## config.mk

```make
export PLATFORM = sky130hd
export DESIGN_NAME = ctrl_decoder
export DESIGN_NICKNAME = d
export VERILOG_FILES = /design/src/rtl/ctrl_pkg.sv /design/src/rtl/instr_classify.sv /design/src/rtl/ctrl_table.sv /design/src/rtl/branch_resolve.sv /design/src/rtl/ctrl_decoder.sv
export SDC_FILE = /design/constraint.sdc
export NUM_CORES = 1
export LEC_CHECK = 0
export BUFFER_PORTS_ARGS = -buffer_cell sky130_fd_sc_hd__buf_2
export CAP_MARGIN = 20
export CORE_AREA = 2 2 39 41
export DETAILED_ROUTE_END_ITERATION = 16
export DIE_AREA = 0 0 41 43
export GPL_TIMING_DRIVEN = 0
export PLACE_DENSITY_LB_ADDON = 0.1
export SLEW_MARGIN = 20
export SYNTH_ARGS = -nofsm -noshare
export SYNTH_HDL_FRONTEND = slang
export SYNTH_SLANG_ARGS = --single-unit
```

## constraint.sdc

```tcl
create_clock -name vclk -period 3.5
set_clock_uncertainty 0.2 [all_clocks]
set_input_delay 0.7 -clock vclk [all_inputs]
set_output_delay 0.7 -clock vclk [all_outputs]
set_load 0.01 [all_outputs]
```

## src/rtl/ctrl_pkg.sv

```systemverilog
package ctrl_pkg;

  localparam int OP_W    = 6;
  localparam int FN_W    = 6;
  localparam int ALUOP_W = 2;

  localparam logic [OP_W-1:0] OPC_RTYPE  = 6'h00;
  localparam logic [OP_W-1:0] OPC_ORIMM  = 6'h0D;
  localparam logic [OP_W-1:0] OPC_LOAD   = 6'h23;
  localparam logic [OP_W-1:0] OPC_STORE  = 6'h2B;
  localparam logic [OP_W-1:0] OPC_BRANCH = 6'h04;

  localparam logic [FN_W-1:0] FN_ADD = 6'h21;
  localparam logic [FN_W-1:0] FN_SUB = 6'h23;

  typedef enum logic [2:0] {
    K_ILLEGAL = 3'd0,
    K_ADD     = 3'd1,
    K_SUB     = 3'd2,
    K_ORIMM   = 3'd3,
    K_LOAD    = 3'd4,
    K_STORE   = 3'd5,
    K_BRANCH  = 3'd6
  } instr_kind_e;

  typedef enum logic [ALUOP_W-1:0] {
    ALU_ADD = 2'b00,
    ALU_SUB = 2'b01,
    ALU_OR  = 2'b10
  } alu_op_e;

  typedef struct packed {
    logic    reg_dst;
    logic    alu_src;
    logic    mem_to_reg;
    logic    reg_wr;
    logic    mem_wr;
    logic    ext_sign;
    alu_op_e alu_op;
    logic    is_branch;
  } ctrl_word_t;

  localparam ctrl_word_t CTRL_QUIET = '{reg_dst: 1'b0, alu_src: 1'b0,
    mem_to_reg: 1'b0, reg_wr: 1'b0, mem_wr: 1'b0, ext_sign: 1'b0,
    alu_op: ALU_ADD, is_branch: 1'b0};

  // Opcode and function field to instruction kind.
  function automatic instr_kind_e classify(input logic [OP_W-1:0] op,
                                           input logic [FN_W-1:0] fn);
    instr_kind_e k;
    k = K_ILLEGAL;
    case (op)
      OPC_RTYPE: begin
        if (fn == FN_ADD)      k = K_ADD;
        else if (fn == FN_SUB) k = K_SUB;
        else                   k = K_ILLEGAL;
      end
      OPC_ORIMM:  k = K_ORIMM;
      OPC_LOAD:   k = K_LOAD;
      OPC_STORE:  k = K_STORE;
      OPC_BRANCH: k = K_BRANCH;
      default:    k = K_ILLEGAL;
    endcase
    return k;
  endfunction

  // Instruction kind to full control word.
  function automatic ctrl_word_t control_for(input instr_kind_e k);
    ctrl_word_t w;
    w = CTRL_QUIET;
    case (k)
      K_ADD: begin
        w.reg_dst = 1'b1; w.reg_wr = 1'b1; w.alu_op = ALU_ADD;
      end
      K_SUB: begin
        w.reg_dst = 1'b1; w.reg_wr = 1'b1; w.alu_op = ALU_SUB;
      end
      K_ORIMM: begin
        w.alu_src = 1'b1; w.reg_wr = 1'b1; w.alu_op = ALU_OR;
      end
      K_LOAD: begin
        w.alu_src = 1'b1; w.mem_to_reg = 1'b1; w.reg_wr = 1'b1;
        w.ext_sign = 1'b1; w.alu_op = ALU_ADD;
      end
      K_STORE: begin
        w.alu_src = 1'b1; w.mem_wr = 1'b1; w.ext_sign = 1'b1;
        w.alu_op = ALU_ADD;
      end
      K_BRANCH: begin
        w.ext_sign = 1'b1; w.alu_op = ALU_SUB; w.is_branch = 1'b1;
      end
      default: w = CTRL_QUIET;
    endcase
    return w;
  endfunction

endpackage

```

## src/rtl/instr_classify.sv

```systemverilog
module instr_classify
  import ctrl_pkg::*;
(
  input  logic [OP_W-1:0] opcode,
  input  logic [FN_W-1:0] funct,
  output instr_kind_e     kind,
  output logic            illegal
);
  always_comb begin
    kind    = classify(opcode, funct);
    illegal = (kind == K_ILLEGAL);
  end
endmodule

```

## src/rtl/ctrl_table.sv

```systemverilog
module ctrl_table
  import ctrl_pkg::*;
(
  input  instr_kind_e kind,
  output ctrl_word_t  word
);
  always_comb word = control_for(kind);
endmodule

```

## src/rtl/branch_resolve.sv

```systemverilog
module branch_resolve (
  input  logic is_branch,
  input  logic alu_zero,
  output logic take
);
  assign take = is_branch & alu_zero;
endmodule

```

## src/rtl/ctrl_decoder.sv

```systemverilog
module ctrl_decoder
  import ctrl_pkg::*;
(
  input  logic [OP_W-1:0]    opcode,
  input  logic [FN_W-1:0]    funct,
  input  logic               alu_zero,
  output logic               reg_dst,
  output logic               alu_src,
  output logic               mem_to_reg,
  output logic               reg_wr,
  output logic               mem_wr,
  output logic               ext_sign,
  output logic [ALUOP_W-1:0] alu_op,
  output logic               pc_sel
);
  instr_kind_e kind;
  logic        cls_illegal;
  ctrl_word_t  word;
  logic        take_branch;

  instr_classify u_cls (
    .opcode (opcode),
    .funct  (funct),
    .kind   (kind),
    .illegal(cls_illegal)
  );

  ctrl_table u_tab (
    .kind(kind),
    .word(word)
  );

  branch_resolve u_br (
    .is_branch(word.is_branch),
    .alu_zero (alu_zero),
    .take     (take_branch)
  );

  assign reg_dst    = word.reg_dst;
  assign alu_src    = word.alu_src;
  assign mem_to_reg = word.mem_to_reg;
  assign reg_wr     = word.reg_wr;
  assign mem_wr     = word.mem_wr;
  assign ext_sign   = word.ext_sign;
  assign alu_op     = word.alu_op;
  assign pc_sel     = take_branch;
endmodule

```

==> impl_metrics.ini <==
[floorplan]
row_count = 14
core_area_sq_mm = 0.00138
die-area_sq_mm = 0.00176
die_w_um = 41
start_util = 0.118
die_h_um = 43
io_pins = 22

[global_route]
grt_pass1_wl_um = 862
antenna_found_initial = 0
grt_pass1_vias = 208
grt-busiest-layer = met1
grt_max_degree = 10
use_met1 = 0.108
grt-ovfl-total = 0
grt_usage = 0.0659
use_met3 = 0
use_met2 = 0.100

[synthesis]
synth_top_area_frac = 0.137
yosysTopAreaCell = nor3b_1
ys_warn_count = 0
synth_fa_ha_area_frac = 0
yosys-mux-area-fraction = 0
syn_inst = 25
syn_nets = 38
synth.area.top_cells = nor3b_1, nor3_1, o41a_1, or4_4, a21oi_1
netlist_area_sq_um = 164
ys_seq_area_frac = 0
synth_top_family_by_area = simple AND/OR/NAND/NOR gates
synth_xor_area_frac = 0
synthDistinctLibCells = 18
synth_compound_area_frac = 0.282
syn_area_per_cell_sq_um = 6.56
yosys.area_share.simple = 0.664

[route]
vias_per_cell = 4.24
drtAntennaViolNets = 0
totalWireLength_um = 579
drtIter0Drc = 5
vias = 263
drt_pass1_iterations = 2
remaining_drc_errors = 0
drt-wirelength-per-cell_um = 9.34

[power]
irDropWorstVdd_mv = 0.0161
power_density_mw_per_mm2 = 72.0
total_leakage_power_nw = 0.142
finalPower_uw = 20.8

[sta]
fin_crit_sh = 0.833
finalSetupTns_ps = 0
worst_slew_pin_slew_ps = 407
rsz0062_at_grt = false
relSlewSlack = 0.728
fin_crit_ps = 2910
final_hold_viol_count = 0
clock.fmax_ghz = 0.343
final-max-slew-violation-count = 0
finalSetupViolCount = 0

[worst_hold_path]
holdPathEnd = pc_sel
hold_depth = 4
min_from = alu_zero
hold_class = input port to output port

[clocking]
cts_hold_buf = 0
post_cts_buffers = 0
cts_resized = 0

[setup_path]
crit_buf_inv = 2
max_stage_delay_ps = 540
cp_data_required_time_ps = 2600
worst-endpoint-arrival_ps = 2010
path_delay_family = simple AND/OR/NAND/NOR gates
start_kind = input port
crit_type = input port to output port
slowest_stage = or4_4
end_kind = output port
cp_cell_sequence = buf_2 -> or4_4 -> o41a_1 -> o21bai_1 -> buf_2
cp_max_fo = 7
critPathMostFrequentCell = buf_2

[placement]
dp_hpwl_um = 490
port_buffers = 21
gp_congestion = 0.599
postPlaceCellArea_sq_um = 289

[cells_and_area]
seq_cells = 0
regArea_sq_um = 0
nFillCells = 162
nets = 61
syn2layout_area_growth_pct = 76.3
fin_area_sq_um = 289
drive_gt1_frac = 0.522
nClkBuffers = 0
antenna_cells = 0

[flow_run]
drv_cap = 0

[outcome]
outcome = finished, final reports clean
==> layout by cell type, fill, tap and decap left out, drive strengths merged <==
cell type  synthesis  layout
buf                1      22
nor3b              3       3
nor3               3       3
nor2               2       2
nand2              2       2
a21oi              2       2
inv                1       1
and4               1       1
or4                1       1
nor2b              1       1
a41oi              1       1
nand3              1       1
nor4               1       1
nand4b             1       1
and3b              1       1
o2111ai            1       1
o41a               1       1
o21bai             1       1
==> synthesized netlist by cell type (all sizes together) <==
library cell	n
o21bai	1
nand4b	1
nand2	2
a21oi	2
a41oi	1
inv	1
o2111ai	1
and4	1
o41a	1
or4	1
and3b	1
nor3	3
nand3	1
nor2	2
nor3b	3
nor2b	1
buf	1
nor4	1
==> layer usage <==
layer,up-vias,wire length [um]
li1,145,-
met1,102,271
met2,16,237
met3,0,70
met4,0,0
met5,-,0
==> worst max-delay path by stage <==
stage | from | slack [ps] | cells past startpoint | to
2_1_floorplan | opcode[1] | 780 | 3 | reg_wr
3_3_place_gp | opcode[3] | 550 | 5 | reg_wr
3_5_place_dp | opcode[3] | 570 | 5 | reg_wr
4_1_cts | opcode[3] | 560 | 5 | reg_wr
5_1_grt | opcode[3] | 520 | 5 | reg_wr
6_report | opcode[3] | 590 | 5 | reg_wr
==> cell families (layout without fill, tap and decap cells) <==
family,after synthesis,in the layout
and+or+nand+nor,17,17
buffers and inverters,2,23
AOI/OAI and AO/OA,6,6
==> report_power, final <==
part           internal [mW]  switching (mW)  leakage (nW)
clock network              0               0             0
registers                  0               0             0
logic                0.00988          0.0109         0.142
total                0.00988          0.0109         0.142
==> per-stage QoR <==
stage	util	setup slack (ps)	cells	hold slack, ps
detailed placement	0.209	568	62	1510
global route	0.209	518	62	1540
global placement	0.209	551	62	1510
finish	0.209	585	62	1510
floorplan	-	785	25	1250
CTS	0.209	565	62	1510
==> final cells by class <==
type | count | area [sq um] | area share
multi-input combinational | 23 | 155 | 0.537
timing repair buffer | 21 | 105 | 0.364
tap | 16 | 20.0 | 0.0693
buffer | 1 | 5.00 | 0.0173
inverter | 1 | 3.75 | 0.0130
No activity file was read; power rests on OpenSTA's default activity.
